==> src/rtl/macw_pkg.sv <==
package macw_pkg;

    localparam int OPW       = 32;
    localparam int PRODW     = 2 * OPW;
    localparam int LANES     = OPW / 8;
    localparam int LANE_W    = $clog2(LANES);
    localparam int REG_W     = 5;
    localparam int WIN_BASE  = 25;
    localparam int WIN_REGS  = 3;
    localparam int WIN_LIMIT = (WIN_BASE + WIN_REGS) * LANES;
    localparam int BIT_ACC   = 0;
    localparam int BIT_CARRY = 1;

    typedef struct packed {
        logic carry;
        logic acc_en;
    } mode_t;

    typedef struct packed {
        logic [REG_W-1:0]  rnum;
        logic [LANE_W-1:0] lane;
    } wpos_t;

    typedef struct packed {
        logic        vld;
        logic        wr;
        logic        from_mode;
        logic        last;
        wpos_t       pos;
        logic [7:0]  data;
    } beat_t;

    function automatic logic span_ok(input logic [REG_W-1:0] r,
                                     input logic [LANE_W-1:0] l,
                                     input logic [6:0] n,
                                     input int base);
        logic [9:0] stop;
        stop = {r, {LANE_W{1'b0}}} + 10'(l) + 10'(n);
        return (int'(r) >= base) && (n != 7'd0) && (int'(stop) <= WIN_LIMIT);
    endfunction

    function automatic wpos_t step_pos(input wpos_t p);
        wpos_t q;
        if (p.lane == LANE_W'(LANES - 1)) begin
            q.rnum = p.rnum + 1'b1;
            q.lane = '0;
        end else begin
            q.rnum = p.rnum;
            q.lane = p.lane + 1'b1;
        end
        return q;
    endfunction

    function automatic logic [7:0] lane_byte(input logic [OPW-1:0] w,
                                             input logic [LANE_W-1:0] l);
        return w[{l, 3'b000} +: 8];
    endfunction

endpackage

==> src/rtl/mac_win_seq.sv <==
module mac_win_seq
    import macw_pkg::*;
#(
    parameter int BASE  = WIN_BASE,
    parameter int LEN_W = 7
) (
    input  logic              clk,
    input  logic              rst,
    input  logic              start,
    input  logic              wr,
    input  logic [REG_W-1:0]  sreg,
    input  logic [LANE_W-1:0] slane,
    input  logic [LEN_W-1:0]  slen,
    input  logic              bt_valid,
    input  logic [7:0]        bt_wdata,
    output logic              busy_o,
    output logic              reject_o,
    output beat_t             beat_o
);

    logic             busy_q;
    logic             reject_q;
    logic             wr_q;
    logic             from_mode_q;
    wpos_t            pos_q;
    logic [LEN_W-1:0] rem_q;
    logic             accept;

    assign accept = span_ok(sreg, slane, 7'(slen), BASE);

    always_ff @(posedge clk) begin
        if (rst) begin
            busy_q      <= 1'b0;
            reject_q    <= 1'b0;
            wr_q        <= 1'b0;
            from_mode_q <= 1'b0;
            pos_q       <= '0;
            rem_q       <= '0;
        end else begin
            reject_q <= 1'b0;
            if (!busy_q) begin
                if (start) begin
                    if (accept) begin
                        busy_q      <= 1'b1;
                        wr_q        <= wr;
                        from_mode_q <= (int'(sreg) == BASE);
                        pos_q.rnum  <= sreg;
                        pos_q.lane  <= slane;
                        rem_q       <= slen;
                    end else begin
                        reject_q <= 1'b1;
                    end
                end
            end else if (bt_valid) begin
                pos_q <= step_pos(pos_q);
                rem_q <= rem_q - 1'b1;
                if (rem_q == LEN_W'(1)) busy_q <= 1'b0;
            end
        end
    end

    always_comb begin
        beat_o.vld       = busy_q && bt_valid;
        beat_o.wr        = wr_q;
        beat_o.from_mode = from_mode_q;
        beat_o.last      = (rem_q == LEN_W'(1));
        beat_o.pos       = pos_q;
        beat_o.data      = bt_wdata;
    end

    assign busy_o   = busy_q;
    assign reject_o = reject_q;


    reject_idle_chk: assert property (@(posedge clk) disable iff (rst)
        reject_q |-> !busy_q);


    busy_ignore_chk: assert property (@(posedge clk) disable iff (rst)
        busy_q |=> !reject_q);


    beat_step_chk: assert property (@(posedge clk) disable iff (rst)
        (busy_q && bt_valid && rem_q != LEN_W'(1))
        |=> busy_q && ({pos_q.rnum, pos_q.lane} == $past({pos_q.rnum, pos_q.lane}) + 1'b1));

endmodule

==> src/rtl/mac_core.sv <==
module mac_core
    import macw_pkg::*;
#(
    parameter int BASE = WIN_BASE
) (
    input  logic           clk,
    input  logic           rst,
    input  logic [OPW-1:0] op_a,
    input  logic [OPW-1:0] op_b,
    input  beat_t          beat,
    output logic [7:0]     rd_byte
);

    mode_t              mode_q;
    logic [OPW-1:0]     op0_q, op1_q;
    logic [PRODW-1:0]   prod_q, acc_q;
    logic               go_q;

    logic               mode_wr;
    logic               acc_en_nx;
    logic               smp_acc;
    logic               clr_req;
    logic [PRODW-1:0]   mul;
    logic [PRODW:0]     sum;

    always_comb begin
        mode_wr   = beat.vld && beat.wr && (int'(beat.pos.rnum) == BASE)
                    && (beat.pos.lane == '0);
        clr_req   = mode_wr && beat.data[BIT_CARRY];
        acc_en_nx = mode_wr ? beat.data[BIT_ACC] : mode_q.acc_en;
        smp_acc   = beat.vld && beat.wr && beat.last && beat.from_mode && acc_en_nx;
        mul       = {{OPW{1'b0}}, op0_q} * {{OPW{1'b0}}, op1_q};
        sum       = {1'b0, acc_q} + {1'b0, mul};
    end

    always_ff @(posedge clk) begin
        if (rst) begin
            mode_q <= '0;
            op0_q  <= '0;
            op1_q  <= '0;
            prod_q <= '0;
            acc_q  <= '0;
            go_q   <= 1'b0;
        end else begin
            go_q <= smp_acc;

            if (!mode_q.acc_en || smp_acc) begin
                op0_q <= op_a;
                op1_q <= op_b;
            end

            if (mode_wr) mode_q.acc_en <= beat.data[BIT_ACC];
            if (clr_req)
                mode_q.carry <= 1'b0;
            else if (go_q && sum[PRODW])
                mode_q.carry <= 1'b1;

            if (go_q)
                prod_q <= sum[PRODW-1:0];
            else if (!mode_q.acc_en)
                prod_q <= mul;

            if (go_q)
                acc_q <= sum[PRODW-1:0];
            else if (clr_req || !mode_q.acc_en)
                acc_q <= '0;
        end
    end

    always_comb begin
        rd_byte = 8'h00;
        if (int'(beat.pos.rnum) == BASE) begin
            if (beat.pos.lane == '0) rd_byte = {6'b0, mode_q.carry, mode_q.acc_en};
        end else if (int'(beat.pos.rnum) == BASE + 1) begin
            rd_byte = lane_byte(prod_q[OPW-1:0], beat.pos.lane);
        end else if (int'(beat.pos.rnum) == BASE + 2) begin
            rd_byte = lane_byte(prod_q[PRODW-1:OPW], beat.pos.lane);
        end
    end


    acc_zero_chk: assert property (@(posedge clk) disable iff (rst)
        (!mode_q.acc_en && !go_q) |=> (acc_q == '0));


    hold_ops_chk: assert property (@(posedge clk) disable iff (rst)
        (mode_q.acc_en && !smp_acc) |=> ($stable(op0_q) && $stable(op1_q)));


    acc_prod_chk: assert property (@(posedge clk) disable iff (rst)
        go_q |=> (prod_q == acc_q));


    carry_src_chk: assert property (@(posedge clk) disable iff (rst)
        $rose(mode_q.carry) |-> $past(go_q));

endmodule

==> src/rtl/mac_window_unit.sv <==
module mac_window_unit
    import macw_pkg::*;
#(
    parameter int BASE  = WIN_BASE,
    parameter int LEN_W = 7
) (
    input  logic              clk,
    input  logic              rst,
    input  logic [31:0]       op_a,
    input  logic [31:0]       op_b,
    input  logic              xf_start,
    input  logic              xf_write,
    input  logic [4:0]        xf_reg,
    input  logic [1:0]        xf_lane,
    input  logic [6:0]        xf_len,
    input  logic              bt_valid,
    input  logic [7:0]        bt_wdata,
    output logic [7:0]        bt_rdata,
    output logic              xf_busy,
    output logic              xf_reject
);

    beat_t beat;

    mac_win_seq #(.BASE(BASE), .LEN_W(LEN_W)) u_seq (
        .clk      (clk),
        .rst      (rst),
        .start    (xf_start),
        .wr       (xf_write),
        .sreg     (xf_reg),
        .slane    (xf_lane),
        .slen     (LEN_W'(xf_len)),
        .bt_valid (bt_valid),
        .bt_wdata (bt_wdata),
        .busy_o   (xf_busy),
        .reject_o (xf_reject),
        .beat_o   (beat)
    );

    mac_core #(.BASE(BASE)) u_core (
        .clk     (clk),
        .rst     (rst),
        .op_a    (op_a),
        .op_b    (op_b),
        .beat    (beat),
        .rd_byte (bt_rdata)
    );

endmodule

==> config.mk <==
export PLATFORM = sky130hd
export DESIGN_NAME = mac_window_unit
export DESIGN_NICKNAME = d
export VERILOG_FILES = /design/src/rtl/macw_pkg.sv /design/src/rtl/mac_win_seq.sv /design/src/rtl/mac_core.sv /design/src/rtl/mac_window_unit.sv
export SDC_FILE = /design/constraint.sdc
export NUM_CORES = 2
export LEC_CHECK = 0
export BUFFER_PORTS_ARGS = -buffer_cell sky130_fd_sc_hd__buf_2
export CAP_MARGIN = 20
export CORE_MARGIN = 3
export CORE_UTILIZATION = 40
export DETAILED_ROUTE_END_ITERATION = 10
export PLACE_DENSITY = 0.55
export SLEW_MARGIN = 15
export SYNTH_ARGS = -nofsm -noshare
export SYNTH_HDL_FRONTEND = slang
export SYNTH_SLANG_ARGS = --single-unit
==> constraint.sdc <==
create_clock -name clk -period 11.16 [get_ports clk]
set_input_delay 2.232 -clock clk [delete_from_list [all_inputs] [get_ports clk]]
set_output_delay 2.232 -clock clk [all_outputs]
set_load 0.03 [all_outputs]
==> impl_metrics.ini <==
[route]
viasPerCell = 5.23
dr.pass1.iters = 6
ant_nets = 0
num_vias = 35600
drt-initial-drc-count = 2019
routedWlPerCell_um = 19.1
drc = 0
routed_wl_um = 130000

[synth]
synth_area_leaders = fa_1, ha_1, dfxtp_1
ys_ff_latch = 213
synth_edf_count = 0
seq_area_frac_synth_pct = 9.20
synth_top_area_cell = fa_1
synth_ff_type = dfxtp_1
synth_area_per_cell_um2 = 8.65
synth_top_area_share_pct = 38.8
async_flop_share_pct = 0
synth_area_um2 = 46300
yosysWarnings = 0
syn_nets = 6692
ys_types = 87
synthCells = 5355

[place]
place_inst = 6756
dp_hpwl_um = 108000
place.gp.congestion = 0.896
io_buffers = 94
place_area_um2 = 48400

[clock_tree]
cts_inserted_buffers = 30
clock_latency_ns = 0.64
cts_setup_buffers = 0
root_buffer = clkbuf_16
cts_buffer_depth = 3
tritoncts = built
ctsHtreeMaxLevel = 1
cts.sinks = 213
clk_pin_slew_ns = 0.06

[floorplan]
num_rows = 124
io_pins = 101
dieWidth_um = 346
die_area_um2 = 120000
start_util_pct = 40.4
core_um2 = 115000
die_y_um = 346

[finish]
drive_above_1_share_pct = 6.57
postLayoutCoreUtil_pct = 43.1
antenna_cells = 0
fin_cells = 6808
final_cell_area_um2 = 49400
fill_cells = 11400
final_cell_mix = fa_1, inv_1, nand2_1
ff_latch_area_um2 = 4280
multiInputGateArea_um2 = 37500
final_nets = 6613
area_growth_pct = 6.70
final_common_cell = fa_1

[worst_setup_path]
critPathLaunchType = register
cp.required_ns = 11.65
cp-end-kind = register
critPathMaxFanout = 18
cp_slowest_cell = dfxtp_1
timing_worst_setup_path_type = register to register
cpMostUsedCell = fa_1
crit_family = adder cells
crit_path_max_incr_delay_ns = 0.80
worstPathArrival_ns = 11.03
critPathBufInv = 4

[timing]
fin_crit_ns = 10.54
period_share_pct = 94.4
final_hold_viol_count = 0
slew_viol_final = 0
tightest_slew_ns = 1.15
slew_headroom_pct = 23.2
grt_setup_unrepaired = no
fmax_mhz = 94.9
setup_viol = 0
fin_skew_ns = 0.0238
fin_tns_setup_ns = 0

[outcome]
outcome = complete, no violations

[global_route]
grt_pass1_vias = 37600
grt_pass1_wl_um = 213000
antenna_found_initial = 2
grt_max_degree = 89
grt_overflow = 0
grtUsageTotal_pct = 22.1

[pwr]
leakagePower_nw = 24.2
ir_drop_v = 0.000307
power_mw = 11.1
p_per_area_nw_per_um2 = 224

[job]
maxCapViolations = 0

[min_path]
hold_class = register to register
==> cell families (layout without fill, tap and decap cells) <==
group	Yosys count	count (layout)	share of synthesized area, %
compound gates	718	718	10.1
xor+xnor	120	120	2.27
fa+ha+maj	1246	1246	48.2
buf+inv	1215	1156	9.91
flops	213	213	9.20
mux	55	55	1.64
simple gates	1788	1788	18.7
==> sequential cells by signal (all words and copies together) (netlist names) <==
signal and cells:
u_seq.rem_q 7, u_seq.wr_q 1, u_seq.busy_o 1, u_seq.beat_o 7
u_seq.reject_o 1, u_core.mode_q 2, u_core.op1_q 32, u_core.acc_q 64
u_core.go_q 1, u_core.op0_q 32, u_core.prod_q 64, u_seq.from_mode_q 1
==> metrics by stage <==
step / setup slack, ns / hold WS [ns]
finish: 0.622 / 0.449
global route: 0.00390 / 0.469
CTS: 0.396 / 0.451
detailed placement: 0.442 / 0.441
global placement: 0.500 / 0.435
floorplan: 2.29 / 0.427
==> synthesized netlist by cell type (27+ instances only) <==
cell type	number
xnor2_1	71
nand4_1	45
and2_1	580
dfxtp_1	213
fa_1	898
nor2_1	159
inv_1	883
nor3_1	27
a21o_1	77
xor2_1	49
clkbuf_1	296
o21a_1	29
nand3_1	40
mux2i_1	30
a21oi_1	275
nand2_1	847
ha_1	348
o21ai_0	83
==> layout make-up <==
| type | instances | area share (%) |
|---|---|---|
| clock buffer | 37 | 1.69 |
| inverter | 885 | 6.72 |
| timing repair buffer | 219 | 2.91 |
| tap | 1512 | 3.83 |
| clock inverter | 15 | 0.296 |
| multi-input combinational | 3927 | 75.9 |
| sequential | 213 | 8.65 |
==> repair_timing <==
item,in CTS,in global routing
resized for setup,0,6
setup endpoints to repair,0,6
hold buffers,0,0
==> power breakdown <==
part / total [mW] / switching (mW) / internal (mW)
combinational: 9.10 / 5.78 / 3.32
sequential: 0.993 / 0.120 / 0.874
clock: 0.978 / 0.439 / 0.539
total: 11.1 / 6.34 / 4.73
==> worst paths after layout <==
| check | startpoint | slack, ns | end | cells after the start |
|---|---|---|---|---|
| max reg2reg | u_core.op1_q[7] | 0.62 | u_core.prod_q[62] | 32 |
| min reg2reg | u_core.op1_q[24] | 0.45 | u_core.op1_q[24] | 2 |
| min | u_core.op1_q[24] | 0.45 | u_core.op1_q[24] | 2 |
| max | u_core.op1_q[7] | 0.62 | u_core.prod_q[62] | 32 |
==> metal layers <==
| metal | share of wire, % | vias up | GRT usage, % |
|---|---|---|---|
| met5 | 0 | - | 0 |
| met4 | 2.1 | 0 | 4.10 |
| met3 | 3.7 | 126 | 1.64 |
| met2 | 48 | 715 | 37.5 |
| met1 | 46 | 18300 | 31.4 |
| li1 | - | 16500 | - |
==> worst register-to-register path, delay by kind of cell, from the launching register on <==
family / cells / cell delay, ns
simple gates: 7 / 1.44
fa+ha+maj: 10 / 4.71
xor+xnor: 1 / 0.42
compound gates: 10 / 2.84
buf+inv: 4 / 0.20
flops: 1 / 0.80
Power figures use the tool's default switching activity.
